## src/rtl/vxg_pkg.sv

```systemverilog
package vxg_pkg;
  // strobes from control to datapath
  typedef struct packed {
    logic load;   // capture header, reset position
    logic prime;  // issue read priming request (with load)
    logic step;   // consume one word, emit request, advance
    logic wr;     // current transfer is a write
  } vxgCtl_t;
endpackage

```

## src/rtl/vxg_datapath.sv

```systemverilog
module vxg_datapath #(
  parameter int COL_BITS = 10,
  parameter int ROW_BITS = 9,
  parameter int PIX_BITS = 16
) (
  input  logic                      clk,
  input  logic                      rstN,
  input  vxg_pkg::vxgCtl_t          ctl,
  input  logic [COL_BITS-1:0]       hdrX,
  input  logic [ROW_BITS-1:0]       hdrY,
  input  logic [COL_BITS-1:0]       hdrW,
  input  logic [ROW_BITS-1:0]       hdrH,
  input  logic [2*PIX_BITS-1:0]     dataWord,
  output logic                      lastA,
  output logic                      lastB,
  output logic                      reqValid,
  output logic                      reqWrite,
  output logic [ROW_BITS+COL_BITS-1:0] reqAddrA,
  output logic [ROW_BITS+COL_BITS-1:0] reqAddrB,
  output logic                      reqEnB,
  output logic [PIX_BITS-1:0]       reqDataA,
  output logic [PIX_BITS-1:0]       reqDataB,
  output logic [COL_BITS-1:0]       rectX,
  output logic [ROW_BITS-1:0]       rectY,
  output logic [COL_BITS:0]         rectW,
  output logic [ROW_BITS:0]         rectH
);
  localparam int CW = COL_BITS + 1;
  localparam int RW = ROW_BITS + 1;
  localparam logic [CW-1:0] W_MAX = CW'(1) << COL_BITS;
  localparam logic [RW-1:0] H_MAX = RW'(1) << ROW_BITS;
  localparam logic [CW-1:0] C_ONE = CW'(1);
  localparam logic [RW-1:0] H_ONE = RW'(1);
  localparam logic [ROW_BITS-1:0] Y_ONE = ROW_BITS'(1);
  localparam logic [COL_BITS-1:0] X_ONE = COL_BITS'(1);

  logic [COL_BITS-1:0] baseX;
  logic [ROW_BITS-1:0] curY;
  logic [CW-1:0]       wLen, col;
  logic [RW-1:0]       hLeft;

  // zero field selects the maximum extent
  logic [CW-1:0] wDec;
  logic [RW-1:0] hDec;
  assign wDec = (hdrW == '0) ? W_MAX : {1'b0, hdrW};
  assign hDec = (hdrH == '0) ? H_MAX : {1'b0, hdrH};

  // pixel A at current position, pixel B one step further
  logic [CW-1:0]       colInc, colB, colBInc, colN;
  logic [ROW_BITS-1:0] yB, yN;
  logic [RW-1:0]       hB, hN;
  logic                endA, endB;
  logic [COL_BITS-1:0] xA, xB;

  always_comb begin
    colInc  = col + C_ONE;
    endA    = (colInc == wLen);
    lastA   = endA && (hLeft == H_ONE);
    colB    = endA ? '0 : colInc;
    yB      = endA ? curY + Y_ONE : curY;
    hB      = endA ? hLeft - H_ONE : hLeft;
    colBInc = colB + C_ONE;
    endB    = (colBInc == wLen);
    lastB   = endB && (hB == H_ONE);
    colN    = endB ? '0 : colBInc;
    yN      = endB ? yB + Y_ONE : yB;
    hN      = endB ? hB - H_ONE : hB;
    xA      = baseX + col[COL_BITS-1:0];
    xB      = baseX + colB[COL_BITS-1:0];
  end

  always_ff @(posedge clk) begin
    if (!rstN) begin
      baseX <= '0; curY <= '0; wLen <= '0; col <= '0; hLeft <= '0;
      reqValid <= 1'b0; reqWrite <= 1'b0; reqEnB <= 1'b0;
      reqAddrA <= '0; reqAddrB <= '0; reqDataA <= '0; reqDataB <= '0;
      rectX <= '0; rectY <= '0; rectW <= '0; rectH <= '0;
    end else begin
      reqValid <= 1'b0;
      reqEnB   <= 1'b0;
      if (ctl.load) begin
        baseX <= hdrX;  curY  <= hdrY;
        wLen  <= wDec;  hLeft <= hDec;  col <= '0;
        rectX <= hdrX;  rectY <= hdrY;
        rectW <= wDec;  rectH <= hDec;
        if (ctl.prime) begin
          reqValid <= 1'b1;
          reqWrite <= 1'b0;
          reqEnB   <= 1'b1;
          reqAddrA <= {hdrY, hdrX};
          reqAddrB <= {hdrY, hdrX + X_ONE};
        end
      end else if (ctl.step) begin
        reqValid <= 1'b1;
        reqWrite <= ctl.wr;
        reqEnB   <= !lastA;
        reqAddrA <= {curY, xA};
        reqAddrB <= {yB, xB};
        reqDataA <= dataWord[PIX_BITS-1:0];
        reqDataB <= dataWord[2*PIX_BITS-1:PIX_BITS];
        col      <= colN;
        curY     <= yN;
        hLeft    <= hN;
      end
    end
  end
endmodule

```

## src/rtl/vxg_ctrl.sv

```systemverilog
module vxg_ctrl (
  input  logic             clk,
  input  logic             rstN,
  input  logic             startValid,
  input  logic             startIsRead,
  input  logic             wordValid,
  input  logic             lastA,
  input  logic             lastB,
  output vxg_pkg::vxgCtl_t ctl,
  output logic             imgBusy,
  output logic             xferWriteOpen,
  output logic             doneValid,
  output logic             errFlag
);
  logic active, isRead;
  logic finishing;

  always_comb begin
    ctl.load  = startValid;
    ctl.prime = startValid && startIsRead;
    ctl.step  = !startValid && wordValid && active;
    ctl.wr    = !isRead;
    finishing = lastA || lastB;
  end

  assign xferWriteOpen = active && !isRead;

  always_ff @(posedge clk) begin
    if (!rstN) begin
      active <= 1'b0; isRead <= 1'b0; imgBusy <= 1'b0;
      doneValid <= 1'b0; errFlag <= 1'b0;
    end else begin
      doneValid <= 1'b0;
      if (ctl.load) begin
        errFlag <= errFlag || active;
        active  <= 1'b1;
        isRead  <= startIsRead;
        imgBusy <= startIsRead;
      end else if (ctl.step && finishing) begin
        active    <= 1'b0;
        imgBusy   <= 1'b0;
        doneValid <= !isRead;
      end
    end
  end
endmodule

```

## src/rtl/vramXferGen.sv

```systemverilog
module vramXferGen #(
  parameter int COL_BITS = 10,
  parameter int ROW_BITS = 9,
  parameter int PIX_BITS = 16
) (
  input  logic                         clk,
  input  logic                         rstN,
  input  logic                         startValid,
  input  logic                         startIsRead,
  input  logic [COL_BITS-1:0]          hdrX,
  input  logic [ROW_BITS-1:0]          hdrY,
  input  logic [COL_BITS-1:0]          hdrW,
  input  logic [ROW_BITS-1:0]          hdrH,
  input  logic                         wordValid,
  input  logic [2*PIX_BITS-1:0]        dataWord,
  output logic                         reqValid,
  output logic                         reqWrite,
  output logic [ROW_BITS+COL_BITS-1:0] reqAddrA,
  output logic [ROW_BITS+COL_BITS-1:0] reqAddrB,
  output logic                         reqEnB,
  output logic [PIX_BITS-1:0]          reqDataA,
  output logic [PIX_BITS-1:0]          reqDataB,
  output logic                         imgBusy,
  output logic                         xferWriteOpen,
  output logic                         doneValid,
  output logic [COL_BITS-1:0]          doneX,
  output logic [ROW_BITS-1:0]          doneY,
  output logic [COL_BITS:0]            doneW,
  output logic [ROW_BITS:0]            doneH,
  output logic                         errFlag
);
  vxg_pkg::vxgCtl_t ctl;
  logic lastA, lastB;

  vxg_ctrl u_ctrl (
    .clk(clk), .rstN(rstN), .startValid(startValid), .startIsRead(startIsRead),
    .wordValid(wordValid), .lastA(lastA), .lastB(lastB), .ctl(ctl),
    .imgBusy(imgBusy), .xferWriteOpen(xferWriteOpen),
    .doneValid(doneValid), .errFlag(errFlag)
  );

  vxg_datapath #(.COL_BITS(COL_BITS), .ROW_BITS(ROW_BITS), .PIX_BITS(PIX_BITS)) u_dp (
    .clk(clk), .rstN(rstN), .ctl(ctl),
    .hdrX(hdrX), .hdrY(hdrY), .hdrW(hdrW), .hdrH(hdrH), .dataWord(dataWord),
    .lastA(lastA), .lastB(lastB),
    .reqValid(reqValid), .reqWrite(reqWrite), .reqAddrA(reqAddrA), .reqAddrB(reqAddrB),
    .reqEnB(reqEnB), .reqDataA(reqDataA), .reqDataB(reqDataB),
    .rectX(doneX), .rectY(doneY), .rectW(doneW), .rectH(doneH)
  );
endmodule

```

## config.mk

```make
export PLATFORM = sky130hd
export DESIGN_NAME = vramXferGen
export DESIGN_NICKNAME = d
export VERILOG_FILES = /design/src/rtl/vxg_pkg.sv /design/src/rtl/vxg_datapath.sv /design/src/rtl/vxg_ctrl.sv /design/src/rtl/vramXferGen.sv
export SDC_FILE = /design/constraint.sdc
export NUM_CORES = 1
export LEC_CHECK = 0
export BUFFER_PORTS_ARGS = -buffer_cell sky130_fd_sc_hd__buf_4
export CAP_MARGIN = 20
export CORE_AREA = 2 2 164 166
export DETAILED_ROUTE_END_ITERATION = 8
export DIE_AREA = 0 0 166 168
export GPL_TIMING_DRIVEN = 0
export HOLD_SLACK_MARGIN = 0.12
export SLEW_MARGIN = 20
export SYNTH_ARGS = -nofsm -noshare
export SYNTH_HDL_FRONTEND = slang
export SYNTH_SLANG_ARGS = --single-unit
export TNS_END_PERCENT = 100
```

## constraint.sdc

```tcl
create_clock -name clk -period 6.4 [get_ports clk]
set_input_delay 0.64 -clock clk [delete_from_list [all_inputs] [get_ports clk]]
set_output_delay 0.64 -clock clk [all_outputs]
set_load 0.1 [all_outputs]
```

# ---- Word level (Yosys, flattened, before mapping)
# Cells that the tools add are included.
dict set report word_totals {
  in_bits 75
  out_inout_bits 117
  ff_bits 148
  word_cells 85
}
dict set report op_classes {
  bitwise_logic 3
  muxes 29
  addsub 9
  n_reduce_logical 20
  eq_ne 5
}
# operator count
set op_table {}
lappend op_table {{$mux 19} 6}
lappend op_table {{$mux 10} 5}
lappend op_table {{$mux 9} 4}
lappend op_table {{$mux 11} 3}
lappend op_table {{$add 11x1->11 const B} 2}
lappend op_table {{$eq 11x11->1} 2}
lappend op_table {{$add 10x10->10} 2}
lappend op_table {{$eq 10x1->1 const B} 2}
lappend op_table {{$sub 10x1->10 const B} 2}
lappend op_table {{$add 9x1->9 const B} 2}
lappend op_table {{$mux 1} 11}
lappend op_table {{$add 10x1->10 const B} 1}
lappend op_table {{$logic_not 10->1} 1}
lappend op_table {{$logic_not 9->1} 1}
lappend op_table {{$logic_and 1x1->1} 7}
lappend op_table {{$reduce_and 2->1} 2}
lappend op_table {{$reduce_bool 2->1} 2}
lappend op_table {{$logic_not 1->1} 3}
lappend op_table {{$not 1->1} 3}
lappend op_table {{$reduce_or 3->1} 1}
lappend op_table {{$logic_or 1x1->1} 2}
lappend op_table {{$ne 2x1->1 const B} 1}
lappend op_table {{$reduce_or 2->1} 1}

# ---- Depth between registers and ports, before layout
# Gate-level depths: netlist (run 1).
dict set report logic_depth {
  depth_word 10
  depth_mapped 26
  depth_no_buf 19
}

# ---- Modules after synthesis
# Synthesis (run 1) repeated with hierarchy kept, for this count alone.
dict set report unflattened {
  cells_unflattened 1191
  hier_area_um2 9337.7
}
# module seq_area_each_um2 n_inst cells_per_inst area_each_um2
set by_module_without_submodules {}
lappend by_module_without_submodules {vxg_datapath 2862.7 1 1170 9128.8}
lappend by_module_without_submodules {vxg_ctrl 100.1 1 21 209.0}

# ---- Least setup slack after synthesis (run 1)
# OpenSTA, ideal clock, no wires.
dict set report synth_timing {
  path_type {flip-flop to flip-flop}
  from {reg u_dp.rectW[5] (netlist name)}
  to {reg u_dp.hLeft[1]}
  arrival_time_ns 4.965
  stages_incl_launch_ff 24
  setup_ns 0.120
  period_less_slack_ns 5.085
  t_required_ns 6.280
  path_buffers 6
  slack_ns 1.315
  cell_sequence {dfxtp_1 clkbuf_1 nor2_1 o211ai_1 nand4_1 a2111oi_2 and3_1 buf_4 buf_2 buf_1 nor2_1 ha_1 nand4b_1 nand2_1 xor2_1 a221oi_1 o311a_1 o2111ai_2 nor3_4 buf_6 buf_6 nor2_1 a211oi_2 o21ai_1}
}
# item line
set synth_lines {}
lappend synth_lines {{to (signal assigned)} vxg_datapath.sv:103} ;# hLeft <= hN;
lappend synth_lines {{to (decl)} vxg_datapath.sv:40} ;# logic [RW-1:0] hLeft;

# ---- Worst setup path after layout (run 1)
dict set report layout_timing {
  from {reg u_dp.col[0]}
  to {reg u_dp.col[4]}
}
dict set report layout_via {
  elab_chain_cells 6
}
# item line
set layout_rtl {}
lappend layout_rtl {{from (decl)} vxg_datapath.sv:39} ;# logic [CW-1:0] wLen, col;
lappend layout_rtl {{from (signal assigned)} vxg_datapath.sv:101} ;# col <= colN;
lappend layout_rtl {{$add 11x1->11 (*)} vxg_datapath.sv:56} ;# colInc = col + C_ONE;
lappend layout_rtl {{$eq 11x11->1} vxg_datapath.sv:57} ;# endA = (colInc == wLen);
lappend layout_rtl {{$mux 11 (*)} vxg_datapath.sv:59} ;# colB = endA ? '0 : colInc;
lappend layout_rtl {{$add 11x1->11 (*)} vxg_datapath.sv:62} ;# colBInc = colB + C_ONE;
lappend layout_rtl {{$eq 11x11->1} vxg_datapath.sv:63} ;# endB = (colBInc == wLen);
lappend layout_rtl {{$mux 11 (*)} vxg_datapath.sv:65} ;# colN = endB ? '0 : colBInc;
# Every way passes the cells marked *; elsewhere a longest branch is shown, timed or not.
# A chain may end at the register's enable or synchronous reset.

==> impl_metrics.yaml, run 1 <==
pwr:
  seq_power_share: 0.363
  p_leak_nw: 4.77
  p_sw_frac: 0.385
  intPower_mw: 1.74
  p_clk_frac: 0.366
  powerDensity_nw_per_um2: 245
  irDropWorstVdd_uv: 136
  total_power_mw: 2.82
  p_sw_mw: 1.09
  pwr-share-comb: 0.272
final_layout:
  final_util: 0.437
  area_growth_pct: 27.2
  drive_gt1_frac: 0.212
  finalInstanceArea_um2: 11500
  diodes: 0
  final_net_count: 1399
clock_network:
  cts_tree: "yes"
  clk-insertion-delay-late_ns: 0.44
  holdBufCountCts: 0
  cts_max_level: 4
  clk_path_buf_depth: 2
  clk_pin_slew_worst_paths_ns: 0.07
  numCtsBuffers: 17
  numClockSinks: 148
  cts_root_buffer: "clkbuf_16"
min_path:
  whs_endpoint: "u_dp.rectW[5]$_SDFFE_PN0P_"
  hp-class: "input pin to flip-flop"
  hold_path_depth: 2
  worstHoldStart: "hdrW[5]"
setup_path:
  crit_family: "simple AND/OR/NAND/NOR gates"
  path_buf_inv: 6
  slowest_delay_ns: 0.51
  cp-start-kind: "flip-flop"
  r2r.worst_path.cells: 24
  crit_path_end_kind: "flip-flop"
  r2r_start: "u_dp.col[0]$_SDFFE_PP0P_"
  cp.arrival_ns: 6.52
  cp.required_ns: 6.75
  cp_cell_sequence: "ha_1 -> buf_2 -> and3_1 -> buf_2 -> a311oi_1 -> nand4_1 -> a2111oi_2 -> and3_1 -> buf_4 -> buf_2 -> clkbuf_2 -> nor2_1 -> ha_1 -> nand4b_1 -> nand2_1 -> nand3b_1 -> xnor3_1 -> and4_4 -> a211oi_4 -> nor3_4 -> buf_4 -> nor3_2 -> o211ai_1 -> a21oi_1"
  ff2ff_setup_slack_ns: 0.23
  slowest_stage: "nor3_2"
  r2r_end: "u_dp.col[4]$_SDFFE_PP0P_"
  crit_path_frequent_cell: "buf_2"
  critPathMaxFanout: 10
  path_class: "flip-flop to flip-flop"
yosys:
  ys_warn_count: 0
  synthesis.area_per_instance_um2: 8.33
  synth_most_common_cell: "nand2_1"
  synth-xor-area-share: 0.0861
  synth_top_family_by_area: "simple AND/OR/NAND/NOR gates"
  synth_compound_area_frac: 0.215
  mappedNetlistNets: 1189
  synth_area_leaders: "dfxtp_1 (33%), nand2_1 (6.6%), xnor2_1 (4.6%)"
  ys_types: 90
  synth_fa_ha_area_frac: 0.0392
  synth_cells: 1087
  ys_seq_area_frac: 0.327
  yosysTopAreaCell: "dfxtp_1"
  yosys.area_share.simple: 0.244
  synthMuxAreaShare: 0.0431
  async_flop_share: 0
  yosys_most_used_dff: "dfxtp_1"
  synth_commonest_cells: "nand2_1 (160), dfxtp_1 (148), nor2_1 (62)"
  yosys_register_bits: 148
  synth_edf_count: 0
  synth_top_area_frac: 0.327
  syn_area_um2: 9050
floorplan:
  fp.dieW_um: 166
  die_y_um: 168
  pin_count: 192
  rows: 60
  coreArea_um2: 26400
  initial_core_util: 0.344
  dieArea_um2: 27900
timing:
  setup_viol: 0
  period_share: 0.964
  fmax_mhz: 162
  whs_ns: 0.425
  rsz0062_at_grt: "no"
  period_needed_ns: 6.17
  setup_tns_ns: 0
  relSlewSlack: 0.300
  hold_viol_final: 0
  worst_slew_pin_slew_ns: 1.05
  slew_viol_final: 0
  finalClockSkew_ns: 0.00818
global_routing:
  antenna_found_initial: 1
  track_usage: 0.234
  grt_overflow: 0
  grt_pass1_vias: 8429
  grt_first_pass_wirelength_mm: 50.7
  grt_max_degree: 17
route:
  drtIter0Drc: 737
  routed_wl_mm: 33.5
  drc: 0
  drt-vias-per-instance: 5.45
  routedWlPerCell_um: 20.3
  drt_pass1_iterations: 5
  ant_nets: 0
  dr_total_vias: 9001
placed_design:
  portBuffers: 189
  dpl.hpwl_mm: 25.3
  place_congestion: 0.939
  placed_area_um2: 10900
flow_run:
  max_cap_violations: 0
outcome:
  status: "complete, no violations"
[sequential cells by signal, summed over array words and instances, names as in the netlist, 9 cells and up]
name and count:
u_dp.rectW 11, u_dp.rectY 9, u_dp.reqAddrB 19, u_dp.reqDataB 16, u_dp.curY 9, u_dp.hLeft 10, u_dp.rectX 10, u_dp.rectH 10
u_dp.reqDataA 16, u_dp.col 11, u_dp.reqAddrA 19
[layout make-up]
type | count | area [um2]
buffer | 75 | 339
multi-input combinational | 844 | 5690
fill | 2627 | 14800
tap | 341 | 427
clock buffer | 18 | 429
clock inverter | 14 | 163
sequential | 148 | 2960
inverter | 20 | 75.1
timing repair buffer | 191 | 1430
[worst max-delay path by stage]
stage	from	endpoint	slack (ns)	cells past startpoint
global placement	u_dp.col[1]$_SDFFE_PP0P_	u_dp.hLeft[1]$_SDFFE_PN0P_	0.001	24
detailed placement	u_dp.col[1]$_SDFFE_PP0P_	u_dp.hLeft[1]$_SDFFE_PN0P_	0.05	24
global route	u_dp.col[0]$_SDFFE_PP0P_	u_dp.col[4]$_SDFFE_PP0P_	0.03	24
floorplan	u_dp.rectW[5]$_SDFFE_PN0P_	u_dp.hLeft[1]$_SDFFE_PN0P_	1.31	23
finish	u_dp.col[0]$_SDFFE_PP0P_	u_dp.col[4]$_SDFFE_PP0P_	0.23	24
CTS	u_dp.col[1]$_SDFFE_PP0P_	u_dp.hLeft[1]$_SDFFE_PN0P_	0.04	24
[power by group through the flow]
stage / Sequential, mW / Clock (mW) / Combinational, mW
6_report: 1.02 / 1.03 / 0.766
5_1_grt: 1.03 / 1.09 / 0.803
4_1_cts: 1.02 / 1.04 / 0.763
3_5_place_dp: 1.04 / 0 / 0.761
3_3_place_gp: 1.04 / 0 / 0.756
2_1_floorplan: 1.34 / 0 / 0.243
[layer usage]
metal	routed length [um]	GRT usage	vias to the layer above	part of all wire
met2	15700	0.381	361	0.47
met1	14800	0.318	4307	0.44
met3	2260	0.0397	49	0.068
li1	-	-	4284	-
met5	0	0	-	0
met4	768	0.0703	0	0.023
[placed cells by master (no fill, tap or decap), types with 17 or more instances in the layout]
cell,Yosys,layout
clkbuf_1,47,48
xor2_1,26,26
nand2b_1,20,20
nor2b_1,38,38
a21boi_0,50,50
o21ai_0,46,46
nor2_1,62,62
dfxtp_1,148,147
ha_1,26,26
nand2_1,160,160
inv_1,19,19
buf_4,4,195
mux2i_1,39,39
a21oi_1,53,53
clkbuf_16,0,17
nand3_1,30,30
xnor2_1,48,48
[kinds of logic after synthesis]
family,Yosys count
xor gates and xnor gates,81
AOI/OAI and AO/OA,277
buffers and inverters,95
and+or+nand+nor,419
muxes,39
DFF,148
adders and majority gates,28
[what timing repair did]
item                                   4_1_cts  5_1_grt
setup buffers                                0        2
endpoints found under the hold margin        0        0
setup endpoints to repair                    0       33
resized for setup                            0        3
[worst reg2reg max path, cell delays in order (launching register included)]
cell and delay [ns]:
dfxtp_1 0.38, ha_1 0.22, buf_2 0.18, and3_1 0.19
buf_2 0.17, a311oi_1 0.33, nand4_1 0.21, a2111oi_2 0.32
and3_1 0.22, buf_4 0.19, buf_2 0.32, clkbuf_2 0.31
nor2_1 0.12, ha_1 0.33, nand4b_1 0.19, nand2_1 0.25
nand3b_1 0.23, xnor3_1 0.23, and4_4 0.20, a211oi_4 0.31
nor3_4 0.10, buf_4 0.15, nor3_2 0.51, o211ai_1 0.22
a21oi_1 0.23
[stage by stage]
stage	setup WS [ns]	cells
final	0.233	1651
after global routing	0.0303	1651
after CTS	0.0374	1649
after detailed placement	0.0474	1617
after global placement	0.00149	1617
after floorplan	1.31	1087
Power figures use the tool's default switching activity.
==> run 2, diff against run 1 <==
--- a/config.mk
+++ b/config.mk
@@ -7,9 +7,9 @@
 export LEC_CHECK = 0
 export BUFFER_PORTS_ARGS = -buffer_cell sky130_fd_sc_hd__buf_4
 export CAP_MARGIN = 20
-export CORE_AREA = 2 2 164 166
+export CORE_AREA = 2 2 177 179
 export DETAILED_ROUTE_END_ITERATION = 8
-export DIE_AREA = 0 0 166 168
+export DIE_AREA = 0 0 179 181
 export GPL_TIMING_DRIVEN = 0
 export HOLD_SLACK_MARGIN = 0.12
 export SLEW_MARGIN = 20
==> run 2 against run 1 <==
Cell count grew 3.2%; final area is 0.41% higher; non-clock buffer count down 2; core utilization shrank 5.6 points; critical path type unchanged; critical endpoint is now u_dp.hLeft[6]$_SDFFE_PN0P_; largest cell class unchanged.
==> impl_metrics.yaml, run 2 (synthesis gave the netlist of run 1 again) <==
outcome:
  status: "complete, no violations"
route:
  drtIter0Drc: 828
  dr_total_vias: 8950
  routed_wl_mm: 34.0
  drt-vias-per-instance: 5.25
  routedWlPerCell_um: 20.0
  ant_nets: 0
  drt_pass1_iterations: 5
  drc: 0
pwr:
  powerDensity_nw_per_um2: 243
  p_sw_mw: 1.06
  intPower_mw: 1.76
  pwr-share-comb: 0.272
  p_sw_frac: 0.375
  irDropWorstVdd_uv: 175
  p_leak_nw: 4.76
  seq_power_share: 0.364
  p_clk_frac: 0.364
setup_path:
  crit_path_end_kind: "flip-flop"
  r2r_start: "u_dp.col[1]$_SDFFE_PP0P_"
  critPathMaxFanout: 10
  critPathLaunch: "u_dp.col[1]$_SDFFE_PP0P_"
  cp-start-kind: "flip-flop"
  slowest_stage: "nor4_1"
  crit_path_frequent_cell: "buf_2"
  cp.required_ns: 6.66
  path_buf_inv: 6
  path_class: "flip-flop to flip-flop"
  cp_cell_sequence: "ha_1 -> buf_2 -> and3_1 -> buf_2 -> xnor2_2 -> o2111ai_1 -> nor4_1 -> and3_1 -> buf_4 -> buf_2 -> buf_2 -> nor2_1 -> ha_1 -> nand4b_1 -> nand2_2 -> xor2_1 -> a221oi_1 -> o311a_1 -> o2111ai_2 -> nor3_4 -> buf_6 -> nand4_1 -> o311ai_1 -> a31oi_1"
  cp.arrival_ns: 6.38
  crit_family: "simple AND/OR/NAND/NOR gates"
  slowest_delay_ns: 0.46
final_layout:
  mostFrequentLayoutCells: "buf_4 (193), nand2_1 (159), dfxtp_1 (147)"
  drive_gt1_frac: 0.211
  final_common_cell: "buf_4"
  final_net_count: 1397
  area_growth_pct: 27.8
  diodes: 0
  top_regs: "u_dp.reqAddrA (19), u_dp.reqAddrB (19)"
  final_cells: 1704
floorplan:
  dieArea_um2: 32400
  fp.dieW_um: 179
  initial_core_util: 0.298
  die_y_um: 181
  coreArea_um2: 30300
  rows: 64
  pin_count: 192
timing:
  setup_viol: 0
  slew_viol_final: 0
  hold_viol_final: 0
  whs_ns: 0.442
  rsz0062_at_grt: "no"
  relSlewSlack: 0.301
  fmax_mhz: 163
  period_needed_ns: 6.12
  setup_slack_ns: 0.283
  finalClockSkew_ns: 0.0178
  period_share: 0.956
  setup_tns_ns: 0
  worst_slew_pin_slew_ns: 1.05
placed_design:
  portBuffers: 189
  dp.cells: 1672
  dpl.hpwl_mm: 26.0
  dp_slack_ns: 0.0244
  place_congestion: 0.927
clock_network:
  numCtsBuffers: 17
  cts_tree: "yes"
  clk-insertion-delay-late_ns: 0.43
  cts_root_buffer: "clkbuf_16"
  numClockSinks: 148
  cts_max_level: 4
  post-cts-setup-buffers: 0
  clk_path_buf_depth: 2
  clk_pin_slew_worst_paths_ns: 0.06
flow_run:
  max_cap_violations: 0
min_path:
  worstHoldStart: "hdrW[5]"
  hp-class: "input pin to flip-flop"
global_routing:
  grt_overflow: 0
  track_usage: 0.207
  grt_first_pass_wirelength_mm: 50.7
  antenna_found_initial: 0
  grt_max_degree: 17
  grt_pass1_vias: 8444
-- run 2: timing repair --
action,in CTS,in global routing
gates cloned,0,0
hold endpoints to repair,0,0
hold buffers,0,0
resized for setup,2,2
endpoints found under the setup margin,3,17
-- run 2: worst paths after layout --
check | endpoint | slack [ns] | depth (start not counted)
min | u_dp.rectW[5]$_SDFFE_PN0P_ | 0.44 | 2
min reg2reg | u_dp.reqDataA[8]$_SDFFE_PN0P_ | 0.46 | 2
max reg2reg | u_dp.hLeft[6]$_SDFFE_PN0P_ | 0.28 | 24
max | u_dp.hLeft[6]$_SDFFE_PN0P_ | 0.28 | 24
-- run 2: routing by layer --
| layer | up-vias | routed length (um) | GRT usage |
|---|---|---|---|
| met5 | - | 0 | 0 |
| met4 | 0 | 1040 | 0.0745 |
| met3 | 50 | 2750 | 0.0513 |
| met2 | 378 | 15700 | 0.323 |
| met1 | 4244 | 14600 | 0.275 |
| li1 | 4278 | - | - |
-- run 2: stage by stage --
step,instance area [um2],util,power (mW)
CTS,11600,0.381,2.83
detailed placement,11000,0.361,1.80
global placement,11000,0.361,1.80
finish,11600,0.381,2.82
floorplan,9050,-,1.58
global route,11600,0.381,2.92
-- run 2: layout make-up --
class,count,area [um2]
Buffer,75,339
Clock buffer,19,433
Clock inverter,13,150
Fill cell,3080,18800
Inverter,20,75.1
Multi-Input combinational cell,844,5690
Sequential cell,148,2960
Tap cell,396,495
Timing Repair Buffer,189,1420
-- run 2: power by group through the flow --
| stage | clock network (mW) | logic [mW] | registers (mW) |
|---|---|---|---|
| final | 1.03 | 0.766 | 1.02 |
| after global routing | 1.08 | 0.802 | 1.03 |
| after detailed placement | 0 | 0.760 | 1.04 |
| after global placement | 0 | 0.756 | 1.04 |
| after floorplan | 0 | 0.243 | 1.34 |
| after CTS | 1.04 | 0.762 | 1.02 |
-- run 2: worst register-to-register path, cell delays in order (launching register included) --
cell and delay, ns:
dfxtp_2 0.45, ha_1 0.18, buf_2 0.22, and3_1 0.20, buf_2 0.20, xnor2_2 0.19
o2111ai_1 0.15, nor4_1 0.46, and3_1 0.22, buf_4 0.19, buf_2 0.33, buf_2 0.30
nor2_1 0.13, ha_1 0.33, nand4b_1 0.22, nand2_2 0.17, xor2_1 0.21, a221oi_1 0.30
o311a_1 0.24, o2111ai_2 0.21, nor3_4 0.32, buf_6 0.23, nand4_1 0.16, o311ai_1 0.29
a31oi_1 0.07
